File: src/rtl/bcd_cal_pkg.sv
package bcd_cal_pkg;

  typedef struct packed {
    logic [7:0] sec;
    logic [7:0] min;
    logic [7:0] hour;
    logic [7:0] day;
    logic [7:0] mon;
    logic [7:0] year;
    logic [7:0] wday;
  } cal_t;

  localparam int NUM_FIELDS = 7;
  localparam logic [3:0] ADR_CTRL = 4'hD;
  localparam logic [3:0] ADR_STAT = 4'hE;
  localparam int CTL_RUN  = 0;
  localparam int CTL_H12  = 3;
  localparam int CTL_SNAP = 6;
  localparam int STA_RUN  = 1;

  localparam cal_t CAL_RESET = '{sec: 8'h00, min: 8'h00, hour: 8'h00,
                                 day: 8'h01, mon: 8'h01, year: 8'h00,
                                 wday: 8'h00};

  function automatic logic [7:0] bcd_inc(input logic [7:0] x);
    if (x[3:0] == 4'h9) return {x[7:4] + 4'h1, 4'h0};
    return {x[7:4], x[3:0] + 4'h1};
  endfunction

  function automatic logic leap_year(input logic [7:0] y);
    logic [7:0] bin;
    bin = ({4'h0, y[7:4]} * 8'd10) + {4'h0, y[3:0]};
    return bin[1:0] == 2'b00;
  endfunction

  function automatic logic [7:0] last_day(input logic [7:0] m, input logic [7:0] y);
    case (m)
      8'h02: return leap_year(y) ? 8'h29 : 8'h28;
      8'h04, 8'h06, 8'h09, 8'h11: return 8'h30;
      default: return 8'h31;
    endcase
  endfunction

endpackage

File: src/rtl/bcd_cal_prescale.sv
module bcd_cal_prescale #(
  parameter int TICKS_PER_SEC = 32768
) (
  input  logic clk,
  input  logic rst_n,
  input  logic run,
  input  logic base_tick,
  input  logic phase_clr,
  output logic sec_step
);
  localparam int CW = (TICKS_PER_SEC > 1) ? $clog2(TICKS_PER_SEC) : 1;
  localparam logic [CW-1:0] LAST = CW'(TICKS_PER_SEC - 1);

  logic [CW-1:0] phase_q;

  assign sec_step = run && base_tick && !phase_clr && (phase_q == LAST);

  always_ff @(posedge clk) begin
    if (!rst_n) phase_q <= '0;
    else if (phase_clr) phase_q <= '0;
    else if (run && base_tick) phase_q <= (phase_q == LAST) ? '0 : phase_q + 1'b1;
  end

  AST_PHASE_HOLD: assert property (@(posedge clk) disable iff (!rst_n)
    (!run && !phase_clr) |=> $stable(phase_q));
  AST_PHASE_RESTART: assert property (@(posedge clk) disable iff (!rst_n)
    phase_clr |=> (phase_q == '0));
endmodule

File: src/rtl/bcd_cal_counter.sv
module bcd_cal_counter
  import bcd_cal_pkg::*;
(
  input  logic       clk,
  input  logic       rst_n,
  input  logic       step,
  input  logic       mode12,
  input  logic       ld_en,
  input  logic [2:0] ld_idx,
  input  logic [7:0] ld_data,
  output cal_t       cal
);
  cal_t cal_q;
  cal_t nxt;
  logic sec_wrap, min_wrap, hour_day, day_wrap, mon_wrap;
  logic adv_min, adv_hour, adv_day, adv_mon, adv_year;
  logic [4:0] h12;
  logic       pm;

  assign cal = cal_q;

  always_comb begin
    nxt      = cal_q;
    sec_wrap = (cal_q.sec == 8'h59);
    min_wrap = (cal_q.min == 8'h59);
    day_wrap = (cal_q.day >= last_day(cal_q.mon, cal_q.year));
    mon_wrap = (cal_q.mon >= 8'h12);
    h12      = cal_q.hour[4:0];
    pm       = cal_q.hour[7];
    hour_day = 1'b0;

    nxt.sec = sec_wrap ? 8'h00 : bcd_inc(cal_q.sec);
    nxt.min = min_wrap ? 8'h00 : bcd_inc(cal_q.min);

    if (mode12) begin
      if (h12 == 5'h11) begin
        nxt.hour = {~pm, 2'b00, 5'h12};
        hour_day = pm;
      end else if (h12 == 5'h12) begin
        nxt.hour = {pm, 2'b00, 5'h01};
      end else if (h12[3:0] == 4'h9) begin
        nxt.hour = {pm, 2'b00, 5'h10};
      end else begin
        nxt.hour = {pm, 2'b00, h12[4], h12[3:0] + 4'h1};
      end
    end else begin
      if (cal_q.hour == 8'h23) begin
        nxt.hour = 8'h00;
        hour_day = 1'b1;
      end else begin
        nxt.hour = bcd_inc(cal_q.hour);
      end
    end

    nxt.day  = day_wrap ? 8'h01 : bcd_inc(cal_q.day);
    nxt.mon  = mon_wrap ? 8'h01 : bcd_inc(cal_q.mon);
    nxt.year = (cal_q.year == 8'h99) ? 8'h00 : bcd_inc(cal_q.year);
    nxt.wday = (cal_q.wday >= 8'd6) ? 8'd0 : cal_q.wday + 8'd1;

    adv_min  = sec_wrap;
    adv_hour = adv_min && min_wrap;
    adv_day  = adv_hour && hour_day;
    adv_mon  = adv_day && day_wrap;
    adv_year = adv_mon && mon_wrap;
  end

  always_ff @(posedge clk) begin
    if (!rst_n) begin
      cal_q <= CAL_RESET;
    end else if (ld_en) begin
      case (ld_idx)
        3'd0: cal_q.sec  <= ld_data;
        3'd1: cal_q.min  <= ld_data;
        3'd2: cal_q.hour <= ld_data;
        3'd3: cal_q.day  <= ld_data;
        3'd4: cal_q.mon  <= ld_data;
        3'd5: cal_q.year <= ld_data;
        default: cal_q.wday <= ld_data;
      endcase
    end else if (step) begin
      cal_q.sec <= nxt.sec;
      if (adv_min)  cal_q.min  <= nxt.min;
      if (adv_hour) cal_q.hour <= nxt.hour;
      if (adv_day) begin
        cal_q.day  <= nxt.day;
        cal_q.wday <= nxt.wday;
      end
      if (adv_mon)  cal_q.mon  <= nxt.mon;
      if (adv_year) cal_q.year <= nxt.year;
    end
  end

  AST_FROZEN: assert property (@(posedge clk) disable iff (!rst_n)
    (!step && !ld_en) |=> $stable(cal_q));
  AST_SEC_WRAP: assert property (@(posedge clk) disable iff (!rst_n)
    (step && !ld_en && cal_q.sec == 8'h59) |=> (cal_q.sec == 8'h00));
  AST_MONTH_NEEDS_DAY1: assert property (@(posedge clk) disable iff (!rst_n)
    (!ld_en && step) |=> ($stable(cal_q.mon) || cal_q.day == 8'h01));
  AST_WDAY_WITH_DAY: assert property (@(posedge clk) disable iff (!rst_n)
    (!ld_en && $stable(cal_q.day)) |=> $stable(cal_q.wday) || $past(ld_en) || !$stable(cal_q.day));
endmodule

File: src/rtl/bcd_cal_shadow.sv
module bcd_cal_shadow
  import bcd_cal_pkg::*;
(
  input  logic clk,
  input  logic rst_n,
  input  logic capture,
  input  cal_t live,
  output cal_t held
);
  cal_t held_q;
  assign held = held_q;

  always_ff @(posedge clk) begin
    if (!rst_n) held_q <= CAL_RESET;
    else if (capture) held_q <= live;
  end

  AST_CAPTURE: assert property (@(posedge clk) disable iff (!rst_n)
    capture |=> (held_q == $past(live)));
  AST_HOLD: assert property (@(posedge clk) disable iff (!rst_n)
    !capture |=> $stable(held_q));
endmodule

File: src/rtl/bcd_calendar_core.sv
module bcd_calendar_core
  import bcd_cal_pkg::*;
#(
  parameter int TICKS_PER_SEC = 32768,
  parameter int ADDR_W = 4
) (
  input  logic              clk,
  input  logic              rst_n,
  input  logic              base_tick,
  input  logic              bus_wr,
  input  logic [ADDR_W-1:0] bus_addr,
  input  logic [7:0]        bus_wdata,
  output logic [7:0]        bus_rdata
);
  localparam logic [ADDR_W-1:0] A_CTRL = ADDR_W'(ADR_CTRL);
  localparam logic [ADDR_W-1:0] A_STAT = ADDR_W'(ADR_STAT);
  localparam logic [ADDR_W-1:0] A_NF   = ADDR_W'(NUM_FIELDS);

  logic run_q, h12_q, snap_q;
  logic field_wr, ctrl_wr, sec_step;
  cal_t live, held;

  assign field_wr = bus_wr && (bus_addr < A_NF);
  assign ctrl_wr  = bus_wr && (bus_addr == A_CTRL);

  always_ff @(posedge clk) begin
    if (!rst_n) begin
      run_q  <= 1'b0;
      h12_q  <= 1'b0;
      snap_q <= 1'b0;
    end else if (ctrl_wr) begin
      run_q  <= bus_wdata[CTL_RUN];
      h12_q  <= bus_wdata[CTL_H12];
      snap_q <= bus_wdata[CTL_SNAP];
    end else begin
      snap_q <= 1'b0;
    end
  end

  bcd_cal_prescale #(.TICKS_PER_SEC(TICKS_PER_SEC)) u_pre (
    .clk(clk), .rst_n(rst_n), .run(run_q), .base_tick(base_tick),
    .phase_clr(field_wr), .sec_step(sec_step));

  bcd_cal_counter u_cnt (
    .clk(clk), .rst_n(rst_n), .step(sec_step), .mode12(h12_q),
    .ld_en(field_wr), .ld_idx(bus_addr[2:0]), .ld_data(bus_wdata), .cal(live));

  bcd_cal_shadow u_shd (
    .clk(clk), .rst_n(rst_n), .capture(snap_q), .live(live), .held(held));

  always_comb begin
    bus_rdata = 8'h00;
    if (bus_addr == A_CTRL) begin
      bus_rdata[CTL_RUN]  = run_q;
      bus_rdata[CTL_H12]  = h12_q;
      bus_rdata[CTL_SNAP] = snap_q;
    end else if (bus_addr == A_STAT) begin
      bus_rdata[STA_RUN] = run_q;
    end else if (bus_addr < A_NF) begin
      case (bus_addr[2:0])
        3'd0: bus_rdata = held.sec;
        3'd1: bus_rdata = held.min;
        3'd2: bus_rdata = held.hour;
        3'd3: bus_rdata = held.day;
        3'd4: bus_rdata = held.mon;
        3'd5: bus_rdata = held.year;
        default: bus_rdata = held.wday;
      endcase
    end
  end

  AST_SNAP_SELFCLR: assert property (@(posedge clk) disable iff (!rst_n)
    (snap_q && !ctrl_wr) |=> !snap_q);
  AST_NO_STEP_STOPPED: assert property (@(posedge clk) disable iff (!rst_n)
    !run_q |-> !sec_step);
endmodule

File: config.mk
export PLATFORM = sky130hd
export DESIGN_NAME = bcd_calendar_core
export DESIGN_NICKNAME = d
export VERILOG_FILES = /design/src/rtl/bcd_cal_pkg.sv /design/src/rtl/bcd_cal_prescale.sv /design/src/rtl/bcd_cal_counter.sv /design/src/rtl/bcd_cal_shadow.sv /design/src/rtl/bcd_calendar_core.sv
export SDC_FILE = /design/constraint.sdc
export NUM_CORES = 1
export LEC_CHECK = 0
export BUFFER_PORTS_ARGS = -buffer_cell sky130_fd_sc_hd__buf_2
export CAP_MARGIN = 25
export CORE_ASPECT_RATIO = 1.4
export CORE_MARGIN = 2
export CORE_UTILIZATION = 60
export CTS_CLUSTER_DIAMETER = 100
export DETAILED_ROUTE_END_ITERATION = 12
export GPL_TIMING_DRIVEN = 1
export PLACE_DENSITY = 0.77
export SKIP_LAST_GASP = 1
export SLEW_MARGIN = 20
export SYNTH_ARGS = -nofsm -noshare
export SYNTH_HDL_FRONTEND = slang
export SYNTH_SLANG_ARGS = --single-unit
File: constraint.sdc
create_clock -name clk -period 4.3 [get_ports clk]
set_input_delay 0.43 -clock clk [delete_from_list [all_inputs] [get_ports clk]]
set_output_delay 0.43 -clock clk [all_outputs]
set_load 0.03 [all_outputs]
==> flow_metrics.py <==
metrics = {
    "floorplanning": {
        "die_h_um": 132,
        "io_pins": 24,
        "initial_core_util_pct": 61.9,
        "dieWidth_um": 95.7,
        "core-area_sq_um": 11400,
        "rows": 46,
        "dieArea_sq_um": 12700,
    },
    "clock_tree": {
        "htreeDepth": 4,
        "cts_num_sinks": 130,
        "holdBufCountCts": 0,
        "cts_buffers": 17,
        "tritoncts": "done",
        "postCtsSetupBuffers": 0,
        "postCtsResizedCells": 0,
        "root_buffer": "clkbuf_16",
        "clock_latency_ps": 430,
        "cts.clk_slew.worst_paths_ps": 60,
        "cts_buffer_depth": 2,
    },
    "setup_path": {
        "timing.rr.start": "u_cnt.cal[16]",
        "r2r_cells": 11,
        "max_stage_delay_ps": 580,
        "r2r_slack_ps": 830,
        "cp.required_ps": 4640,
        "crit_path_top_delay_cell": "or4_1",
        "timing.rr.end": "u_cnt.cal[30]",
        "worstPathMaxFanout": 9,
        "cp_num_buf_inv": 0,
        "cpLargestDelayFamily": "simple AND/OR/NAND/NOR gates",
        "cp_data_arrival_time_ps": 3810,
        "critPathKind": "register to register",
        "crit_path_end_kind": "register",
        "path_cells": "nor3b_1, and2_1, a21oi_1, o32a_1, ha_1, nor4b_2, nor2_1, or4_1, o41ai_1, nand4_1, o21ai_1",
        "crit_path_start_kind": "register",
    },
    "hold_path": {
        "hold_end": "snap_q",
        "hold_depth": 3,
        "hold_start": "bus_wdata[6]",
        "hold_class": "input port to register",
    },
    "placement": {
        "dp.cells": 940,
        "post-place-ws_ps": 867,
        "placed_area_sq_um": 7170,
        "gp_congestion": 0.946,
        "dp.final_hpwl_um": 13400,
        "io_buffers": 23,
    },
    "route": {
        "drc": 0,
        "num_vias": 6432,
        "routed_wl_um": 20100,
        "wl_per_cell_um": 20.6,
        "detail-route-antenna-nets": 0,
        "vias_per_cell": 6.61,
        "first_iter_violations": 440,
        "dr.pass1.iters": 5,
    },
    "synthesis": {
        "synth_nets": 865,
        "synth_edf_count": 0,
        "synth.avg_cell_area_sq_um": 8.58,
        "ys.flop_type": "dfxtp_1",
        "syn-instance-count": 823,
        "ys_seq_area_share_pct": 36.9,
        "synth.largest_area_cell": "dfxtp_1",
        "async_flop_share_pct": 0,
        "synthTopCellsByArea": "dfxtp_1, mux2i_1, nor2_1, ha_1, a21oi_1",
        "synthesis.area_sq_um": 7060,
        "synth_top_area_share_pct": 36.9,
        "ys_ff_latch": 130,
        "synth_warnings": 0,
        "synth.distinct_cells": 80,
    },
    "final_layout": {
        "multiInputGateArea_sq_um": 4150,
        "fin_area_sq_um": 7830,
        "area_growth_pct": 11.0,
        "drive_above_1_share_pct": 10.5,
        "mostFrequentLayoutCell": "dfxtp_1",
        "num_antenna_cells": 0,
        "seqCellArea_sq_um": 2610,
        "instances_no_fill": 973,
        "nFillCells": 919,
        "final_cell_mix": "dfxtp_1, nor2_1, mux2i_1",
        "nets": 858,
    },
    "timing": {
        "setup_violations": 0,
        "grt_setup_unrepaired": "no",
        "clock_skew_ps": 10.4,
        "finalWorstSetupSlack_ps": 830,
        "slew_headroom_pct": 31.3,
        "finalSetupTns_ps": 0,
        "fin_crit_sh_pct": 80.7,
        "max_freq_ghz": 0.288,
        "tightest_slew_ps": 1030,
        "period_minus_slack_ps": 3470,
        "hold_viol": 0,
        "slew_violations": 0,
    },
    "pwr": {
        "max-vdd-ir-drop_mv": 0.287,
        "power_density_nw_per_um2": 381,
        "leakage_uw": 0.00290,
    },
    "global_routing": {
        "grt_pass1_wl_um": 31700,
        "grt_pass1_vias": 6239,
        "antenna_found_initial": 0,
        "grtUsageTotal_pct": 32.4,
        "grt_max_degree": 58,
        "grt_overflow_total": 0,
    },
    "flow_run": {
        "cap_violations": 0,
    },
    "outcome": {
        "outcome": "finished clean",
    },
}
-- kinds of logic after synthesis --
logic type               after synthesis  share of synthesized area [%]
flip-flops                           130                           36.9
adder cells (fa/ha/maj)               26                           4.61
XOR/XNOR                              14                           1.74
AO/OA/AOI/OAI                        194                           18.8
multiplexers                          81                           12.2
buffers and inverters                 76                           4.45
AND/OR/NAND/NOR                      302                           21.3
-- sequential cells by signal (all words and copies together), names as in the netlist --
name / count
u_cnt.cal: 56
snap_q: 1
u_shd.held: 56
h12_q: 1
u_pre.phase_q: 15
run_q: 1
-- worst min-delay path, delay by kind of cell --
| kind | cells | cell delay (ps) |
|---|---|---|
| buffers and inverters | 1 | 110 |
| AND/OR/NAND/NOR | 2 | 80 |
-- stage by stage --
stage	power [uW]	hold slack (ps)	util (%)
floorplan	1350	437	-
global placement	1400	452	62.8
detailed placement	1410	471	62.9
CTS	2980	239	68.7
global route	3050	252	68.7
finish	2980	243	68.7
-- worst max-delay path by stage --
stage / endpoint / depth (start not counted) / start / slack (ps)
6_report: u_cnt.cal[30] / 11 / u_cnt.cal[16] / 830
5_1_grt: u_cnt.cal[28] / 11 / u_cnt.cal[16] / 530
4_1_cts: u_cnt.cal[28] / 11 / u_cnt.cal[16] / 850
3_5_place_dp: u_cnt.cal[17] / 11 / u_cnt.cal[16] / 870
3_3_place_gp: u_cnt.cal[28] / 11 / u_cnt.cal[16] / 1010
2_1_floorplan: u_cnt.cal[25] / 14 / u_cnt.cal[16] / 1070
-- layer usage --
metal	GRT usage (%)	share of wire, %	vias up
li1	-	-	2959
met1	36.6	39	3085
met2	53.5	48	280
met3	8.12	6.6	108
met4	19.8	6.6	0
met5	0	0	-
-- cell usage after synthesis, types with 13 or more instances --
cell type / number
a21oi_1: 50
clkbuf_1: 30
dfxtp_1: 130
ha_1: 26
inv_1: 21
mux2i_1: 75
nand2_1: 64
nand2b_1: 13
nand3_1: 32
nor2_1: 112
o21ai_0: 29
o21ai_1: 15
-- area by class of cell --
cell class	instances	area share [%]
Clock buffer	20	6.10
Clock inverter	12	2.25
Inverter	22	1.05
Multi-Input combinational cell	617	52.9
Sequential cell	130	33.3
Tap cell	144	2.30
Timing Repair Buffer	28	2.08
-- where the power goes --
group / switching (uW) / internal, uW
clock: 557 / 1040
combinational: 121 / 46.0
sequential: 12.2 / 1210
total: 690 / 2290
No activity file was read; power rests on OpenSTA's default activity.
